## config.mk

```make
export PLATFORM = sky130hd
export DESIGN_NAME = tmr_irq_top
export DESIGN_NICKNAME = d
export VERILOG_FILES = /design/src/rtl/tmr_irq_pkg.sv /design/src/rtl/tmr_prescale_counter.sv /design/src/rtl/tmr_alarm_cmp.sv /design/src/rtl/irq_edge_sync.sv /design/src/rtl/irq_status_regs.sv /design/src/rtl/tmr_irq_top.sv
export SDC_FILE = /design/constraint.sdc
export NUM_CORES = 1
export LEC_CHECK = 0
export BUFFER_PORTS_ARGS = -buffer_cell sky130_fd_sc_hd__buf_2
export CAP_MARGIN = 20
export CORE_MARGIN = 2
export CORE_UTILIZATION = 34
export CTS_BUF_LIST = sky130_fd_sc_hd__clkbuf_8
export DETAILED_ROUTE_END_ITERATION = 8
export GPL_TIMING_DRIVEN = 0
export PLACE_DENSITY = 0.55
export SKIP_LAST_GASP = 1
export SLEW_MARGIN = 20
export SYNTH_ARGS = -nofsm -noshare
export SYNTH_HDL_FRONTEND = slang
export SYNTH_SLANG_ARGS = --single-unit
```

## constraint.sdc

```tcl
create_clock -name clk -period 3 [get_ports clk]
set_clock_uncertainty 0.05 [all_clocks]
set_input_delay 0.6 -clock clk [delete_from_list [all_inputs] [get_ports clk]]
set_output_delay 0.6 -clock clk [all_outputs]
set_load 0.02 [all_outputs]
```

## src/rtl/tmr_irq_pkg.sv

```systemverilog
package tmr_irq_pkg;
  localparam int REG_COUNT   = 0;
  localparam int REG_COMPARE = 1;
  localparam int REG_PENDING = 2;
  localparam int REG_ENABLE  = 3;

  // pending positions with fixed hardware sources
  localparam int BIT_ALARM = 0;
  localparam int BIT_PWR   = 11;
  localparam int BIT_RST   = 17;

  typedef struct packed {
    logic count;
    logic compare;
    logic pending;
    logic enable;
  } reg_sel_t;
endpackage

```

## src/rtl/tmr_prescale_counter.sv

```systemverilog
module tmr_prescale_counter #(
  parameter int W   = 32,
  parameter int DIV = 128
) (
  input  logic         clk,
  input  logic         rst,
  input  logic         load_i,
  input  logic [W-1:0] load_val_i,
  output logic [W-1:0] cnt_o,
  output logic [W-1:0] next_o,
  output logic         step_o
);
  localparam int PRE_W = (DIV > 1) ? $clog2(DIV) : 1;
  localparam logic [PRE_W-1:0] PRE_MAX = PRE_W'(DIV - 1);

  logic [PRE_W-1:0] pre_q;
  logic [W-1:0]     cnt_q;
  logic             wrap_pre;

  assign wrap_pre = (pre_q == PRE_MAX);
  assign step_o   = wrap_pre && !load_i;
  assign next_o   = cnt_q + W'(1);
  assign cnt_o    = cnt_q;

  always_ff @(posedge clk) begin
    if (rst) begin
      pre_q <= '0;
      cnt_q <= '0;
    end else if (load_i) begin
      pre_q <= '0;
      cnt_q <= load_val_i;
    end else if (wrap_pre) begin
      pre_q <= '0;
      cnt_q <= next_o;
    end else begin
      pre_q <= pre_q + PRE_W'(1);
    end
  end

  assert_load_restart_R3: assert property (@(posedge clk) disable iff (rst)
    load_i |=> (cnt_o == $past(load_val_i)) && (pre_q == '0));

  assert_hold_between_R2: assert property (@(posedge clk) disable iff (rst)
    (!load_i && !step_o) |=> $stable(cnt_o));
endmodule

```

## src/rtl/tmr_alarm_cmp.sv

```systemverilog
module tmr_alarm_cmp #(
  parameter int W = 32
) (
  input  logic         clk,
  input  logic         rst,
  input  logic         wr_i,
  input  logic [W-1:0] wdata_i,
  input  logic         step_i,
  input  logic [W-1:0] next_i,
  output logic [W-1:0] alarm_o,
  output logic         hit_o
);
  logic [W-1:0] alarm_q;
  logic         armed_q;

  always_ff @(posedge clk) begin
    if (rst) begin
      alarm_q <= '0;
      armed_q <= 1'b0;
    end else if (wr_i) begin
      alarm_q <= wdata_i;
      armed_q <= 1'b1;
    end
  end

  // only the advancing edge compares, so a held equality fires once
  assign hit_o   = step_i && armed_q && (next_i == alarm_q);
  assign alarm_o = alarm_q;

  assert_arm_on_write_R4: assert property (@(posedge clk) disable iff (rst)
    wr_i |=> armed_q && (alarm_o == $past(wdata_i)));

  assert_hit_single_R5: assert property (@(posedge clk) disable iff (rst)
    hit_o |=> !hit_o);
endmodule

```

## src/rtl/irq_edge_sync.sv

```systemverilog
module irq_edge_sync #(
  parameter int N = 32
) (
  input  logic         clk,
  input  logic         rst,
  input  logic [N-1:0] raw_i,
  output logic [N-1:0] rise_o
);
  for (genvar i = 0; i < N; i++) begin : g_bit
    logic s1_q, s2_q, s3_q;
    always_ff @(posedge clk) begin
      if (rst) begin
        s1_q <= 1'b0;
        s2_q <= 1'b0;
        s3_q <= 1'b0;
      end else begin
        s1_q <= raw_i[i];
        s2_q <= s1_q;
        s3_q <= s2_q;
      end
    end
    assign rise_o[i] = s2_q && !s3_q;
  end

  assert_rise_pulse_R7: assert property (@(posedge clk) disable iff (rst)
    (|rise_o) |=> ((rise_o & $past(rise_o)) == '0));
endmodule

```

## src/rtl/irq_status_regs.sv

```systemverilog
module irq_status_regs #(
  parameter int N = 32
) (
  input  logic         clk,
  input  logic         rst,
  input  logic [N-1:0] set_i,
  input  logic         clr_wr_i,
  input  logic [N-1:0] clr_mask_i,
  input  logic         en_wr_i,
  input  logic [N-1:0] en_data_i,
  output logic [N-1:0] pending_o,
  output logic [N-1:0] enable_o,
  output logic         irq_o
);
  logic [N-1:0] pend_q, en_q, clr_eff, pend_d;
  logic         irq_q;

  assign clr_eff = clr_wr_i ? clr_mask_i : '0;
  assign pend_d  = (pend_q & ~clr_eff) | set_i;

  always_ff @(posedge clk) begin
    if (rst) begin
      pend_q <= '0;
      en_q   <= '0;
      irq_q  <= 1'b0;
    end else begin
      pend_q <= pend_d;
      if (en_wr_i) en_q <= en_data_i;
      irq_q  <= |(pend_q & en_q);
    end
  end

  assign pending_o = pend_q;
  assign enable_o  = en_q;
  assign irq_o     = irq_q;

  assert_set_wins_R10: assert property (@(posedge clk) disable iff (rst)
    (|set_i) |=> ((pending_o & $past(set_i)) == $past(set_i)));

  assert_irq_quiet_R9: assert property (@(posedge clk) disable iff (rst)
    ((pending_o & enable_o) == '0) |=> !irq_o);

  assert_irq_raise_R9: assert property (@(posedge clk) disable iff (rst)
    (|(pending_o & enable_o)) |=> irq_o);

  assert_clear_only_R6: assert property (@(posedge clk) disable iff (rst)
    (!clr_wr_i) |=> ((pending_o & $past(pending_o)) == $past(pending_o)));
endmodule

```

## src/rtl/tmr_irq_top.sv

```systemverilog
module tmr_irq_top
  import tmr_irq_pkg::*;
#(
  parameter int DATA_W = 32,
  parameter int ADDR_W = 4,
  parameter int DIV    = 128
) (
  input  logic              clk,
  input  logic              rst,
  input  logic              bus_we_i,
  input  logic              bus_re_i,
  input  logic [ADDR_W-1:0] bus_addr_i,
  input  logic [DATA_W-1:0] bus_wdata_i,
  output logic [DATA_W-1:0] bus_rdata_o,
  input  logic              btn_rst_i,
  input  logic              btn_pwr_i,
  input  logic [DATA_W-1:0] evt_i,
  output logic              irq_o
);
  localparam logic [DATA_W-1:0] FIXED_MASK =
    (DATA_W'(1) << BIT_ALARM) | (DATA_W'(1) << BIT_PWR) | (DATA_W'(1) << BIT_RST);

  reg_sel_t wsel, rsel;
  logic [DATA_W-1:0] cnt, nxt, alarm, pending, enable;
  logic [DATA_W-1:0] raw, rise, set_vec, rd_mux, rdata_q;
  logic step, hit;

  always_comb begin
    wsel = '0;
    rsel = '0;
    if (bus_we_i) begin
      wsel.count   = (bus_addr_i == ADDR_W'(REG_COUNT));
      wsel.compare = (bus_addr_i == ADDR_W'(REG_COMPARE));
      wsel.pending = (bus_addr_i == ADDR_W'(REG_PENDING));
      wsel.enable  = (bus_addr_i == ADDR_W'(REG_ENABLE));
    end
    rsel.count   = (bus_addr_i == ADDR_W'(REG_COUNT));
    rsel.compare = (bus_addr_i == ADDR_W'(REG_COMPARE));
    rsel.pending = (bus_addr_i == ADDR_W'(REG_PENDING));
    rsel.enable  = (bus_addr_i == ADDR_W'(REG_ENABLE));
  end

  tmr_prescale_counter #(.W(DATA_W), .DIV(DIV)) u_cnt (
    .clk(clk), .rst(rst),
    .load_i(wsel.count), .load_val_i(bus_wdata_i),
    .cnt_o(cnt), .next_o(nxt), .step_o(step)
  );

  tmr_alarm_cmp #(.W(DATA_W)) u_alarm (
    .clk(clk), .rst(rst),
    .wr_i(wsel.compare), .wdata_i(bus_wdata_i),
    .step_i(step), .next_i(nxt),
    .alarm_o(alarm), .hit_o(hit)
  );

  // generic events fill every position not owned by a fixed source
  for (genvar i = 0; i < DATA_W; i++) begin : g_raw
    if (i == BIT_PWR) begin : g_pwr
      assign raw[i] = btn_pwr_i;
    end else if (i == BIT_RST) begin : g_rst
      assign raw[i] = btn_rst_i;
    end else begin : g_gen
      assign raw[i] = evt_i[i] & ~FIXED_MASK[i];
    end
  end

  irq_edge_sync #(.N(DATA_W)) u_sync (
    .clk(clk), .rst(rst), .raw_i(raw), .rise_o(rise)
  );

  assign set_vec = rise | (hit ? (DATA_W'(1) << BIT_ALARM) : '0);

  irq_status_regs #(.N(DATA_W)) u_stat (
    .clk(clk), .rst(rst),
    .set_i(set_vec),
    .clr_wr_i(wsel.pending), .clr_mask_i(bus_wdata_i),
    .en_wr_i(wsel.enable), .en_data_i(bus_wdata_i),
    .pending_o(pending), .enable_o(enable), .irq_o(irq_o)
  );

  always_comb begin
    rd_mux = '0;
    if (rsel.count)   rd_mux = cnt;
    if (rsel.compare) rd_mux = alarm;
    if (rsel.pending) rd_mux = pending;
    if (rsel.enable)  rd_mux = enable;
  end

  always_ff @(posedge clk) begin
    if (rst)           rdata_q <= '0;
    else if (bus_re_i) rdata_q <= rd_mux;
  end

  assign bus_rdata_o = rdata_q;

  assert_rdata_hold_R11: assert property (@(posedge clk) disable iff (rst)
    !bus_re_i |=> $stable(bus_rdata_o));

  assert_alarm_sets_R4: assert property (@(posedge clk) disable iff (rst)
    hit |=> pending[BIT_ALARM]);
endmodule

```

==> parameters.txt, run 1 <==
Parameter                              Value

Setup path
  Reg2reg setup slack ... 220 ps
  Start point of the critical path ... u_cnt.cnt_o[7]$_SDFFE_PP0P_
  Worst flop-to-flop path endpoint ... u_stat.pending_o[0]$_SDFF_PP0_
  Critical setup path kind ... flip-flop to flip-flop
  Required time of the critical path ... 3430 ps
  Maximum fanout encountered on the critical timing path ... 7
  Critical Path AT ... 3220 ps
  End point of the critical path ... u_stat.pending_o[0]$_SDFF_PP0_
  Element type at the critical path start ... flip-flop
  Crit Reg-Reg Startpoint ... u_cnt.cnt_o[7]$_SDFFE_PP0P_
  Crit. End Element ... flip-flop
  FF-to-FF path depth ... 7

Floorplanning
  Initial core utilization ... 34.31%
  Boundary pin count ... 107
  Vertical die dimension ... 184.5 um
  Die W ... 184.5 um
  Core Rows ... 66
  Area of the die ... 0.03404 sq mm
  Standard cell core area ... 0.03229 sq mm

Global routing
  Total GRT Usage ... 20.68%
  Number of global-route vias before repair ... 8662
  Maximum number of pins on one net before global-route repair ... 14
  First-pass GRT wire length ... 52930 um
  Total gr overflow ... 0
  Antenna violations before repair ... 0

CTS
  Clock transition time at the flip-flop clock pins of the worst setup and hold paths ... 60 ps
  Clock Latency Late Sink ... 570 ps
  Clock tree buffer depth ... 3
  CTS Buf Count ... 46
  Clock tree from TritonCTS ... built
  H-tree depth reported by CTS ... 2
  Sink Count ... 262
  Root buf cell ... sky130_fd_sc_hd__clkbuf_8

Timing
  Worst relative slew slack ... 37.16%
  Worst hold slack after final layout ... 191.5 ps
  Portion of the clock cycle consumed by the worst path in the final layout ... 92.77%
  Measured slew at the worst slew-check pin ... 940.6 ps
  Total count of hold-check failures in the final report ... 0
  Pins Over Slew Limit ... 0
  Fmax achieved ... 359.3 MHz
  Min Tclk post-route ... 2783 ps
  Final setup violation count ... 0
  Setup repair after global routing missed its margin ... false
  Setup total negative slack ... 0 ps

Drt
  First DRT Iteration DRCs ... 742
  Number of routed nets with antenna violations ... 0
  DRC violation count after routing ... 0
  Total wire length ... 34980 um
  Number of detailed-routing iterations run before antenna repair ... 5
  Total number of vias ... 9198
  Via density ... 4.935
  Routed wire length per instance ... 18.76 um

Cells and area
  Final net count ... 1460
  Ratio of cells with drive above 1 in the final layout ... 17.23%
  Diode count ... 0
  Area added between synthesis and finish ... 19.39%

Power and ir drop
  Maximum VDD drop ... 0.3120 mV
  LEAKAGE ... 5.020 nW
  Final total power ... 7.736 mW
  Power per cell area ... 584.9 mW/mm^2

Job
  Max-cap viol count ... 0

Yosys
  Netlist cell types ... 50
  Sequential-to-total area share from yosys stat ... 47.35%
  Number of synthesis warnings ... 0
  Average footprint of a synthesized cell ... 8.991 sq um
  Commonest register cell after synthesis ... sky130_fd_sc_hd__dfxtp_1
  Cell count after synthesis ... 1232
  Flops & latches, synth ... 262
  Fraction of registers with async set or reset after synthesis ... 0%
  Cell area after synthesis ... 0.01108 sq mm
  Number of synthesized flops with an enable pin ... 0
  Synthesized net count ... 1308

Placement
  Placer's final routability congestion estimate ... 0.9092
  Count of buffers from port buffering ... 103
  HPWL reported at the end of detailed placement ... 26820 um

Run status
  Result of the run ... finished clean

Worst hold path
  Hold Path Class ... primary input to flip-flop
[what timing repair did]
item | CTS | global route
pin swaps | 0 | 1
endpoints found under the hold margin | 0 | 0
gates resized for setup | 1 | 3
hold buffers | 0 | 0
buffers inserted | 0 | 1
endpoints found under the setup margin | 1 | 1
[cells in the final DEF, fill, tap and decap left out, drive strengths merged, types with 3 or more instances in the layout]
master  synthesis  routed
xnor2          45      45
nand3          26      26
nor3b           3       3
nor4            9       9
o21ai          16      16
xor2           34      34
nand2         182     182
a311oi          9       9
and4            7       7
inv             4      15
dfxtp         262     262
buf            16     120
mux4           32      32
clkinv          0      11
and3            6       6
bufinv          0       3
nor3           14      14
nor2          123     123
a221oi          4       4
clkbuf         67     128
a211oi         25      25
nor2b         157     157
a22oi           8       8
a22o            4       4
a21oi         127     127
or3             9       9
nand4          19      19
[kinds of logic (layout without fill, tap and decap cells)]
| group | count (synthesis) | in the layout | synth area share, % |
|---|---|---|---|
| simple gates | 567 | 567 | 25.65 |
| flops | 262 | 262 | 47.35 |
| compound gates | 201 | 201 | 10.71 |
| buf+inv | 87 | 277 | 3.118 |
| xor+xnor | 79 | 79 | 6.247 |
| mux | 34 | 34 | 6.698 |
| fa+ha+maj | 2 | 2 | 0.2259 |
[critical path, stage by stage, from the launching register on]
cell	delay, ps
sky130_fd_sc_hd__dfxtp_1	480
sky130_fd_sc_hd__nand4_1	420
sky130_fd_sc_hd__nor3_2	600
sky130_fd_sc_hd__and4_1	350
sky130_fd_sc_hd__nor2b_1	230
sky130_fd_sc_hd__xnor2_1	180
sky130_fd_sc_hd__nand3_1	120
sky130_fd_sc_hd__o31ai_2	260
[registers in the layout, summed over array words and instances, names as in the netlist]
name	count
u_alarm.alarm_o	32
u_stat.pending_o	32
u_cnt.cnt_o	32
u_sync.g_bit.s2_q	31
u_stat.enable_o	32
u_stat.irq_o	1
u_alarm.armed_q	1
bus_rdata_o	32
u_sync.g_bit.s1_q	31
u_sync.g_bit.s3_q	31
u_cnt.pre_q	7
[through the flow]
| step | cells | setup slack [ps] | util (%) | cell area, sq um |
|---|---|---|---|---|
| after detailed placement | 1777 | -70.14 | 37.62 | 12150 |
| final | 1864 | 216.9 | 40.96 | 13230 |
| after global routing | 1864 | 16.45 | 40.96 | 13230 |
| after floorplan | 1232 | 754.4 | - | 11080 |
| after global placement | 1777 | -56.64 | 37.62 | 12150 |
| after CTS | 1863 | 102.8 | 40.89 | 13200 |
[per-layer routing]
| metal | vias up | global-route usage [%] | wire length, um |
|---|---|---|---|
| met5 | - | 0 | 0 |
| met4 | 0 | 7.776 | 1182 |
| met3 | 70 | 3.715 | 2614 |
| met2 | 346 | 32.92 | 15880 |
| met1 | 4281 | 27.96 | 15300 |
| li1 | 4501 | - | - |
[cell type report]
cell class              instances  area, sq um
plain buffers                  83        330.3
flip-flops and latches        262         5246
clock buffers                  61        839.6
repair buffers                104        523.0
multi-input cells             883         5509
inverters                       4        15.01
well taps                     442        553.0
clock inverters                25        209.0
fillers                      3316        19060
[synth_stat cells (6+ instances only)]
master | n | area (sq um)
sky130_fd_sc_hd__a22oi_1 | 8 | 60.06
sky130_fd_sc_hd__or3_1 | 9 | 56.30
sky130_fd_sc_hd__o21ai_0 | 16 | 80.08
sky130_fd_sc_hd__a21oi_1 | 127 | 635.6
sky130_fd_sc_hd__xor2_1 | 34 | 297.8
sky130_fd_sc_hd__nand4_1 | 18 | 112.6
sky130_fd_sc_hd__nand2_1 | 182 | 683.2
sky130_fd_sc_hd__dfxtp_1 | 262 | 5245
sky130_fd_sc_hd__buf_2 | 14 | 70.07
sky130_fd_sc_hd__a311oi_1 | 9 | 78.83
sky130_fd_sc_hd__xnor2_1 | 45 | 394.1
sky130_fd_sc_hd__nor2b_1 | 157 | 982.2
sky130_fd_sc_hd__nor2_1 | 122 | 457.9
sky130_fd_sc_hd__nor3_1 | 13 | 65.06
sky130_fd_sc_hd__clkbuf_1 | 66 | 247.7
sky130_fd_sc_hd__nand3_1 | 24 | 120.1
sky130_fd_sc_hd__mux4_2 | 32 | 720.7
sky130_fd_sc_hd__a211oi_1 | 25 | 187.7
sky130_fd_sc_hd__nor4_1 | 6 | 37.54
sky130_fd_sc_hd__and4_1 | 7 | 61.31
sky130_fd_sc_hd__and3_1 | 6 | 37.54
[worst min-delay path by stage]
stage,cells after the start,slack (ps),startpoint,to
global placement,1,370,u_sync.g_bit[26].s1_q$_SDFF_PP0_,u_sync.g_bit[26].s2_q$_SDFF_PP0_
global route,2,170,evt_i[31],u_sync.g_bit[31].s1_q$_SDFF_PP0_
CTS,2,150,evt_i[28],u_sync.g_bit[28].s1_q$_SDFF_PP0_
detailed placement,1,370,u_sync.g_bit[15].s1_q$_SDFF_PP0_,u_sync.g_bit[15].s2_q$_SDFF_PP0_
floorplan,1,360,u_sync.g_bit[10].s1_q$_SDFF_PP0_,u_sync.g_bit[10].s2_q$_SDFF_PP0_
finish,2,190,evt_i[26],u_sync.g_bit[26].s1_q$_SDFF_PP0_
[power by group]
group	switching (mW)	internal (mW)
clock	1.52	2.10
combinational	0.284	0.181
sequential	0.0718	3.58
Power figures use the tool's default switching activity.
==> run 2: changes to the inputs <==
--- a/config.mk
+++ b/config.mk
@@ -13,6 +13,7 @@
 export DETAILED_ROUTE_END_ITERATION = 8
 export GPL_TIMING_DRIVEN = 0
 export PLACE_DENSITY = 0.55
+export REMOVE_ABC_BUFFERS = 1
 export SKIP_LAST_GASP = 1
 export SLEW_MARGIN = 20
 export SYNTH_ARGS = -nofsm -noshare
==> run 2 against run 1 <==
Clock power down 8.0%. Routed wire length down 17%. Worst hold slack better by 6.5 ps. Cell area down 1.2%. Critical path depth up 1. Cell count down 3.9%. Sequential power about the same. Global-route usage down 3.5 points. Non-clock buffer count down 67. Highest routed layer is now met5.
==> parameters.txt, run 2 (same netlist as run 1, synthesis figures left out) <==
Parameter                              Value

Drt
  First DRT Iteration DRCs ... 468
  Number of routed nets with antenna violations ... 0
  Total wire length ... 29050 um
  Number of detailed-routing iterations run before antenna repair ... 5
  Total number of vias ... 8722
  Routed wire length per instance ... 16.21 um
  DRC violation count after routing ... 0
  Via density ... 4.867

Placement
  HPWL reported at the end of detailed placement ... 20150 um
  Count of buffers from port buffering ... 103
  Placement-stage cell area ... 0.01205 sq mm
  Placer's final routability congestion estimate ... 0.8360
  Pre-CTS WS ... -187.3 ps

Floorplanning
  Boundary pin count ... 107
  Area of the die ... 0.03404 sq mm
  Core Rows ... 66
  Standard cell core area ... 0.03229 sq mm
  Vertical die dimension ... 184.5 um
  Die W ... 184.5 um
  Initial core utilization ... 34.31%

Timing
  Measured slew at the worst slew-check pin ... 1007 ps
  Min Tclk post-route ... 2874 ps
  Fmax achieved ... 347.9 MHz
  Worst relative slew slack ... 32.88%
  Final setup violation count ... 0
  Portion of the clock cycle consumed by the worst path in the final layout ... 95.81%
  Pins Over Slew Limit ... 0
  Total count of hold-check failures in the final report ... 0
  Slack of the critical path ... 125.7 ps

Setup path
  Cell with the biggest individual delay on the critical path ... sky130_fd_sc_hd__or4_1
  Critical Path AT ... 3260 ps
  Worst flop-to-flop path endpoint ... u_stat.pending_o[0]$_SDFF_PP0_
  Required time of the critical path ... 3380 ps
  Reg2reg setup slack ... 130 ps
  Critical setup path kind ... flip-flop to flip-flop
  FF-to-FF path depth ... 8
  Maximum fanout encountered on the critical timing path ... 12
  Kind of cell adding the most delay to the critical path ... simple AND/OR/NAND/NOR gates
  Worst Path Buf+Inv ... 0
  Series of cell instances along the critical path ... ha_1 -> and3_1 -> and4_4 -> nand2_1 -> or4_1 -> nor4_1 -> nand4_1 -> o31ai_2
  Element type at the critical path start ... flip-flop
  Crit Reg-Reg Startpoint ... u_cnt.pre_q[0]$_SDFF_PP0_
  Crit. End Element ... flip-flop
  Maximum single-stage delay on the critical path ... 530 ps

Cells and area
  Storage cell area ... 0.005249 sq mm
  Area of all placed cells without fillers ... 0.01307 sq mm
  Most common library cell in the layout ignoring fill and taps ... sky130_fd_sc_hd__dfxtp_1
  Final net count ... 1392
  Area added between synthesis and finish ... 18.02%
  Top library cells by usage in the layout, fill and taps aside ... sky130_fd_sc_hd__dfxtp_1, sky130_fd_sc_hd__nand2_1, sky130_fd_sc_hd__nor2b_1
  Ratio of cells with drive above 1 in the final layout ... 18.81%
  Diode count ... 0
  Number of fillers in the final layout ... 3298
  Multi-input gate area in the final layout ... 0.005549 sq mm

CTS
  CTS Buf Count ... 45
  Clock tree from TritonCTS ... built
  Sink Count ... 262
  Root buf cell ... sky130_fd_sc_hd__clkbuf_8
  H-tree depth reported by CTS ... 2
  Clock Latency Late Sink ... 560 ps
  Hold-fix buffer count after cts ... 0
  Clock tree buffer depth ... 3
  Clock transition time at the flip-flop clock pins of the worst setup and hold paths ... 60 ps

Job
  Max-cap viol count ... 0

Worst hold path
  End point of the worst hold path ... u_sync.g_bit[26].s1_q$_SDFF_PP0_
  Min-Delay Path Depth ... 2
  Hold Path Class ... primary input to flip-flop
  Startpoint of the lowest-slack hold path ... evt_i[26]

Power and ir drop
  Power per cell area ... 565.0 mW/mm^2
  Maximum VDD drop ... 0.2949 mV
  Portion of total power attributed to combinational logic ... 5.6%
  Net switching power ... 1.756 mW
  Sequential group share of total power ... 49.4%
  LEAKAGE ... 4.937 nW
  Internal power contribution ... 5.630 mW
  Power share of the clock group ... 45.0%
  Switching power as a share of total power ... 23.78%

Global routing
  First-pass GRT wire length ... 46230 um
  Number of global-route vias before repair ... 8316
  Maximum number of pins on one net before global-route repair ... 115
  Antenna violations before repair ... 1
  Total gr overflow ... 0
  Total GRT Usage ... 17.16%

Run status
  Result of the run ... finished clean
==> run 2: changes by cell type in the layout (fill, tap and decap cells not counted), moves of 3 or more <==
cell and delta:
sky130_fd_sc_hd__nor4_2 +3, sky130_fd_sc_hd__buf_4 +8, sky130_fd_sc_hd__clkbuf_8 -5, sky130_fd_sc_hd__nor4_1 -3, sky130_fd_sc_hd__buf_2 -16, sky130_fd_sc_hd__clkbuf_1 -66
sky130_fd_sc_hd__buf_16 +4, sky130_fd_sc_hd__buf_6 +4
==> run 2: worst max path at each step <==
stage                            startpoint                         endpoint  slack (ps)  cells past startpoint
2_1_floorplan                 bus_addr_i[3]   u_stat.pending_o[0]$_SDFF_PP0_        -370                      5
3_3_place_gp                  bus_addr_i[1]  u_stat.pending_o[26]$_SDFF_PP0_       -3030                      5
3_5_place_dp      u_cnt.pre_q[0]$_SDFF_PP0_   u_stat.pending_o[0]$_SDFF_PP0_        -190                      8
4_1_cts        u_cnt.cnt_o[12]$_SDFFE_PP0P_   u_stat.pending_o[0]$_SDFF_PP0_          20                      7
5_1_grt         u_cnt.cnt_o[0]$_SDFFE_PP0P_   u_stat.pending_o[0]$_SDFF_PP0_          -2                      8
6_report          u_cnt.pre_q[0]$_SDFF_PP0_   u_stat.pending_o[0]$_SDFF_PP0_         130                      8
==> run 2: power by group through the flow <==
stage | Clock, mW | Combinational [mW] | Sequential [mW]
after floorplan | 0 | 0.194 | 3.70
after global placement | 0 | 0.398 | 3.72
after detailed placement | 0 | 0.415 | 3.72
after CTS | 3.44 | 0.417 | 3.65
after global routing | 3.61 | 0.458 | 3.66
final | 3.33 | 0.411 | 3.65
==> run 2: final cells by class <==
cell class	instances	area share [%]
multi-input cells	883	42.45
clock buffers	56	5.896
inverters	4	0.1149
well taps	442	4.230
clock inverters	25	1.321
repair buffers	120	5.838
flip-flops and latches	262	40.15
==> run 2: metrics by stage <==
stage	instances	hold slack [ps]	TNS, ps	utilization, %	total power, mW
after floorplan	1149	363.8	-22660	-	3.895
after global placement	1694	365.7	-476830	36.59	4.119
after detailed placement	1707	371.2	-187.3	37.31	4.137
after CTS	1788	162.8	0	40.29	7.505
after global routing	1792	166.0	-2.230	40.49	7.727
final	1792	198.0	0	40.49	7.386
==> run 2: per-layer routing <==
layer | track usage, % | share of wire, % | wire, um | vias to the layer above
met5 | 0 | 0.038 | 11 | -
met4 | 4.928 | 1.9 | 554 | 2
met3 | 3.181 | 5.0 | 1443 | 47
met2 | 27.79 | 46 | 13300 | 202
met1 | 23.34 | 47 | 13740 | 4114
li1 | - | - | - | 4357
==> run 2: timing repair <==
| action | 4_1_cts | 5_1_grt |
|---|---|---|
| setup endpoints to repair | 1 | 1 |
| hold endpoints to repair | 0 | 0 |
| resized for setup | 4 | 8 |
| buffers inserted | 0 | 4 |
| pin swaps | 0 | 3 |
==> run 2: worst reg2reg max path, delay by kind of cell, from the launching register on <==
kind | cells | cell delay, ps
and+or+nand+nor | 6 | 1880
adders and majority gates | 1 | 180
AOI/OAI and AO/OA | 1 | 320
DFF | 1 | 350
